`config.mk`:
```
export PLATFORM = sky130hd
export DESIGN_NAME = wb_scoreboard
export DESIGN_NICKNAME = d
export VERILOG_FILES = /design/src/rtl/sb_pkg.sv /design/src/rtl/sb_pending_table.sv /design/src/rtl/sb_alu_pipe.sv /design/src/rtl/sb_load_slot.sv /design/src/rtl/wb_scoreboard.sv
export SDC_FILE = /design/constraint.sdc
export NUM_CORES = 1
export LEC_CHECK = 0
export CAP_MARGIN = 20
export CORE_MARGIN = 10
export CORE_UTILIZATION = 49
export CTS_CLUSTER_DIAMETER = 200
export CTS_CLUSTER_SIZE = 25
export DETAILED_ROUTE_END_ITERATION = 8
export GPL_ROUTABILITY_DRIVEN = 0
export PLACE_DENSITY = 0.76
export SYNTH_ARGS = -nofsm -noshare
export SYNTH_HDL_FRONTEND = slang
export SYNTH_HIERARCHICAL = 1
export SYNTH_SLANG_ARGS = --single-unit
```
`constraint.sdc`:
```
create_clock -name clk -period 3.1 [get_ports clk]
set_clock_uncertainty 0.15 [all_clocks]
set_input_delay 0.93 -clock clk [delete_from_list [all_inputs] [get_ports clk]]
set_output_delay 0.93 -clock clk [all_outputs]
set_load 0.05 [all_outputs]
```
`src/rtl/sb_pkg.sv`:
```
package sb_pkg;
  typedef enum logic {
    LSLOT_IDLE = 1'b0,
    LSLOT_WAIT = 1'b1
  } lslot_state_t;
endpackage

```
`src/rtl/sb_pending_table.sv`:
```
module sb_pending_table #(
  parameter int NREGS = 16,
  localparam int IDX_W = $clog2(NREGS)
) (
  input  logic             clk,
  input  logic             rst,
  input  logic             set_en,
  input  logic [IDX_W-1:0] set_idx,
  input  logic             clr_a_en,
  input  logic [IDX_W-1:0] clr_a_idx,
  input  logic             clr_b_en,
  input  logic [IDX_W-1:0] clr_b_idx,
  output logic [NREGS-1:0] busy
);
  for (genvar r = 0; r < NREGS; r++) begin : g_bit
    logic hit_set;
    logic hit_clr;
    assign hit_set = set_en && (set_idx == IDX_W'(r));
    assign hit_clr = (clr_a_en && (clr_a_idx == IDX_W'(r))) ||
                     (clr_b_en && (clr_b_idx == IDX_W'(r)));
    always_ff @(posedge clk) begin
      if (rst)          busy[r] <= 1'b0;
      else if (hit_set) busy[r] <= 1'b1;
      else if (hit_clr) busy[r] <= 1'b0;
    end
  end
endmodule

```
`src/rtl/sb_alu_pipe.sv`:
```
module sb_alu_pipe #(
  parameter int IDX_W   = 4,
  parameter int ALU_LAT = 3
) (
  input  logic             clk,
  input  logic             rst,
  input  logic             in_en,
  input  logic [IDX_W-1:0] in_idx,
  output logic             wb_en,
  output logic [IDX_W-1:0] wb_idx
);
  logic             stg_v   [ALU_LAT];
  logic [IDX_W-1:0] stg_idx [ALU_LAT];

  for (genvar s = 0; s < ALU_LAT; s++) begin : g_stage
    logic             nxt_v;
    logic [IDX_W-1:0] nxt_idx;
    if (s == 0) begin : g_head
      assign nxt_v   = in_en;
      assign nxt_idx = in_idx;
    end else begin : g_body
      assign nxt_v   = stg_v[s-1];
      assign nxt_idx = stg_idx[s-1];
    end
    always_ff @(posedge clk) begin
      if (rst) begin
        stg_v[s]   <= 1'b0;
        stg_idx[s] <= '0;
      end else begin
        stg_v[s]   <= nxt_v;
        stg_idx[s] <= nxt_idx;
      end
    end
  end

  assign wb_en  = stg_v[ALU_LAT-1];
  assign wb_idx = stg_idx[ALU_LAT-1];
endmodule

```
`src/rtl/sb_load_slot.sv`:
```
module sb_load_slot
  import sb_pkg::*;
#(
  parameter int IDX_W = 4
) (
  input  logic             clk,
  input  logic             rst,
  input  logic             issue,
  input  logic [IDX_W-1:0] issue_idx,
  input  logic             mem_done,
  output logic             occupied,
  output logic             wb_en,
  output logic [IDX_W-1:0] wb_idx
);
  lslot_state_t     state;
  logic [IDX_W-1:0] held_idx;

  always_ff @(posedge clk) begin
    if (rst) begin
      state    <= LSLOT_IDLE;
      held_idx <= '0;
      wb_en    <= 1'b0;
      wb_idx   <= '0;
    end else begin
      wb_en <= 1'b0;
      case (state)
        LSLOT_IDLE: begin
          if (issue) begin
            state    <= LSLOT_WAIT;
            held_idx <= issue_idx;
          end
        end
        LSLOT_WAIT: begin
          if (mem_done) begin
            state  <= LSLOT_IDLE;
            wb_en  <= 1'b1;
            wb_idx <= held_idx;
          end
        end
        default: state <= LSLOT_IDLE;
      endcase
    end
  end

  assign occupied = (state == LSLOT_WAIT);
endmodule

```
`src/rtl/wb_scoreboard.sv`:
```
module wb_scoreboard #(
  parameter int NREGS   = 16,
  parameter int ALU_LAT = 3,
  localparam int IDX_W  = $clog2(NREGS)
) (
  input  logic             clk,
  input  logic             rst,
  input  logic             id_valid,
  input  logic [IDX_W-1:0] id_rs1,
  input  logic             id_rs1_use,
  input  logic [IDX_W-1:0] id_rs2,
  input  logic             id_rs2_use,
  input  logic [IDX_W-1:0] id_rd,
  input  logic             id_rd_we,
  input  logic             id_is_load,
  input  logic             mem_done,
  output logic             id_stall,
  output logic             alu_wb_en,
  output logic [IDX_W-1:0] alu_wb_idx,
  output logic             load_wb_en,
  output logic [IDX_W-1:0] load_wb_idx
);
  logic [NREGS-1:0] pend;
  logic             slot_full;
  logic             writes_rd;
  logic             raw_hit;
  logic             waw_hit;
  logic             slot_hit;
  logic             accept;

  assign writes_rd = id_is_load || id_rd_we;
  assign raw_hit   = (id_rs1_use && pend[id_rs1]) || (id_rs2_use && pend[id_rs2]);
  assign waw_hit   = writes_rd && pend[id_rd];
  assign slot_hit  = id_is_load && slot_full;
  assign id_stall  = id_valid && (raw_hit || waw_hit || slot_hit);
  assign accept    = id_valid && !id_stall;

  sb_pending_table #(.NREGS(NREGS)) u_table (
    .clk       (clk),
    .rst       (rst),
    .set_en    (accept && writes_rd),
    .set_idx   (id_rd),
    .clr_a_en  (alu_wb_en),
    .clr_a_idx (alu_wb_idx),
    .clr_b_en  (load_wb_en),
    .clr_b_idx (load_wb_idx),
    .busy      (pend)
  );

  sb_alu_pipe #(.IDX_W(IDX_W), .ALU_LAT(ALU_LAT)) u_alu (
    .clk    (clk),
    .rst    (rst),
    .in_en  (accept && !id_is_load && id_rd_we),
    .in_idx (id_rd),
    .wb_en  (alu_wb_en),
    .wb_idx (alu_wb_idx)
  );

  sb_load_slot #(.IDX_W(IDX_W)) u_load (
    .clk       (clk),
    .rst       (rst),
    .issue     (accept && id_is_load),
    .issue_idx (id_rd),
    .mem_done  (mem_done),
    .occupied  (slot_full),
    .wb_en     (load_wb_en),
    .wb_idx    (load_wb_idx)
  );
endmodule

```
==> metrics <==
Worst EP required a little over 2 ns; fin crit share 1.098; first-pass GRT wire length roughly 10000 um; Max-Cap Viols 0; failing checks negative setup slack; largest net degree at the start of global routing 27; Most used DFF post-synth dfxtp_1; area grow syn2layout 35.39%; slew at the pin closest to its max-slew limit between 0.5 and 0.6 ns; GR Overflow Total 0; post-route core utilization 0.6766; final hold vios 0; area share of fa/ha/maj cells after synthesis 0; peak supply drop between 0.2 and 0.3 mV; mux share of post-synthesis cell area 0.1248; Reg-to-Reg Start u_table/busy[7]; CTS Buffer Depth 2; TritonCTS Buffers 5; Synthesized Nets ~230; DPL Wire Length between 4000 and 5000 um; Post-synth EDFFs 0; final setup fails 1; final WL approximately 6000 um; slew margin rel. 0.6540; worst setup margin -0.3033 ns; antenna-violating nets left 0; CP max FO 3; Die ar. around 0.0074 mm2; worst skew pair latency 0.28 ns; Critical Path AT 2.32 ns; Port Buffer Count 30; Die X 86.18 um; complex-gate fraction of the synthesized area 0.1796; Cells on Worst Hold Path 1; Netlist cell types 42; Worst-path clk slew 0.07 ns; Cells after Synth ~210; CP endpoint kind output port; Site Rows 24; initial core utilization 0.4997; initial antenna violation count 0; Post-Synth XOR/XNOR Area 0; CORE AREA about 0.0043 mm2; vias in the first global route roughly 2000; Worst Reg-to-Reg Cells 8; Final Instance Area about 0.0029 mm2; Root Buffer clkbuf_8; average wire per cell in the routed design 19.06 um; worst min-delay path class register to register; worst slack, placed -0.8912 ns; yosys synthesis warning count 6; critical path class input pin to output port; placed inst area about 0.0027 mm2; pwr/cell area between 300 and 400 mW/mm2; ANT cells 0; CTS tree done; status complete, but fails checks; cell leakage power approximately 1 nW; register area share after synthesis 0.3825; H-tree Lvls 2; gr usage total 0.1610; 1st-iter DRT viols around 120; 1st-pass router iterations 4; Post-Syn Area per Cell slightly above 10 um2; Critical Path Source id_rs2[1]; CTS sink cnt slightly above 40; layout cells sized above 1 0.2981; ys async rst share 0; DRC viols 0; fmax roughly 290 MHz; Total Neg Setup Slack -0.3033 ns; main combinational cell family by area after synthesis simple AND/OR/NAND/NOR gates; Nets about 280; Synth Area in Simple Gates 0.2636; Chip Height 86.18 um; Mapped Area 0.002146 mm2; vias 1936; hold_sp u_alu/stg_idx[1][3]; CP Launch Type input pin; smallest hold slack approximately 0.29 ns; min Tclk post-route roughly 3.4 ns; Synth Register Bits between 40 and 50; Slew Viols, Final 0; RSZ-0062 raised after global routing true; DR vias/cell 6.107; IO Pins 31
==> through the flow <==
step	std cells	total power (W)
after global routing	317	0.001106
after floorplan	212	0.0006497
final	317	0.001070
after CTS	319	0.001062
after detailed placement	308	0.0007323
after global placement	308	0.0007297
==> power by group <==
part	switching (W)	internal, W
Sequential	0.0000110	0.000540
Combinational	0.0000908	0.000103
Clock	0.000165	0.000160
==> timing repair <==
| action | CTS | global route |
|---|---|---|
| pin swaps | 5 | 4 |
| gates resized for setup | 52 | 13 |
| buffers inserted | 3 | 1 |
| hold buffers | 0 | 0 |
| endpoints found under the setup margin | 22 | 17 |
==> cell usage after synthesis, types with 2 or more instances <==
cell        n  share of area
dfxtp_1    41           0.38
inv_1      16          0.028
o22ai_1    16          0.047
nand2b_1   15          0.044
o32ai_1    12          0.049
mux2i_1    11          0.051
nor2b_2     8          0.033
mux4_2      7          0.073
nor2b_1     7          0.020
nor3_1      7          0.016
nand2_1     6          0.010
nand3b_1    6          0.021
and2b_2     5          0.020
buf_2       4         0.0093
nand4bb_1   4          0.021
o21ai_1     4         0.0093
and2b_1     3          0.010
nand3_1     3         0.0070
o2111ai_1   3          0.012
o311ai_0    3          0.012
a2111oi_0   2         0.0082
a211oi_1    2         0.0070
a22oi_1     2         0.0070
and2_1      2         0.0058
buf_6       2          0.010
nand4b_1    2         0.0082
nor2_1      2         0.0035
o21ai_0     2         0.0047
or4_4       2          0.010
==> area by class of cell <==
type / instances / area, um2
sequential: 41 / 820.8
clock buffer: 8 / 80.08
multi-input combinational: 148 / 1376
tap: 52 / 65.06
timing repair buffer: 52 / 503.0
inverter: 16 / 60.06
fill: 345 / 1389
==> registers in the layout, indices dropped and copies added (netlist names) <==
name	cells
u_table/busy	16
u_alu/stg_idx	12
u_load/held_idx	4
u_load/wb_idx	4
u_alu/stg_v	3
u_load/occupied	1
u_load/wb_en	1
==> worst paths after layout <==
kind,end,slack [ns]
setup / recovery,id_stall,-0.30
hold reg to reg,u_alu/stg_idx[2][3],0.29
setup reg to reg,u_table/busy[3],0.46
hold / removal,u_alu/stg_idx[2][3],0.29
==> layer usage <==
layer	global-route usage	routed length, um	share of wire	up-vias
met5	0	0	0	-
met4	0.07069	163	0.027	0
met3	0.04315	411	0.068	17
met2	0.2684	2894	0.48	73
met1	0.1894	2572	0.43	931
li1	-	-	-	915
==> cells in the final DEF, fill, tap and decap left out, types with 3 or more instances in the layout <==
master,n
inv_1,16
o311ai_0,3
clkdlybuf4s50_1,17
buf_4,17
nand2_1,6
clkbuf_8,5
nand4bb_1,4
and2b_2,5
clkbuf_1,3
o21ai_1,4
nand2b_1,14
nor3_1,6
buf_6,5
nor2b_2,10
o32ai_1,8
mux2i_1,10
nand3b_1,6
dfxtp_1,41
nand3_1,3
mux4_2,7
dlygate4sd2_1,6
o22ai_1,15
nor2b_1,5
o32ai_2,4
and2b_1,3
==> cell families after synthesis <==
logic type	Yosys count
compound gates	51
buf+inv	23
flops	41
mux	18
simple gates	79
==> critical path, cell delays in order <==
cell       delay [ns]
buf_8            0.08
mux4_2           0.52
o2111ai_4        0.25
o311ai_4         0.15
o21a_4           0.24
buf_12           0.14
Note: power is estimated with default switching activity, not from simulation.
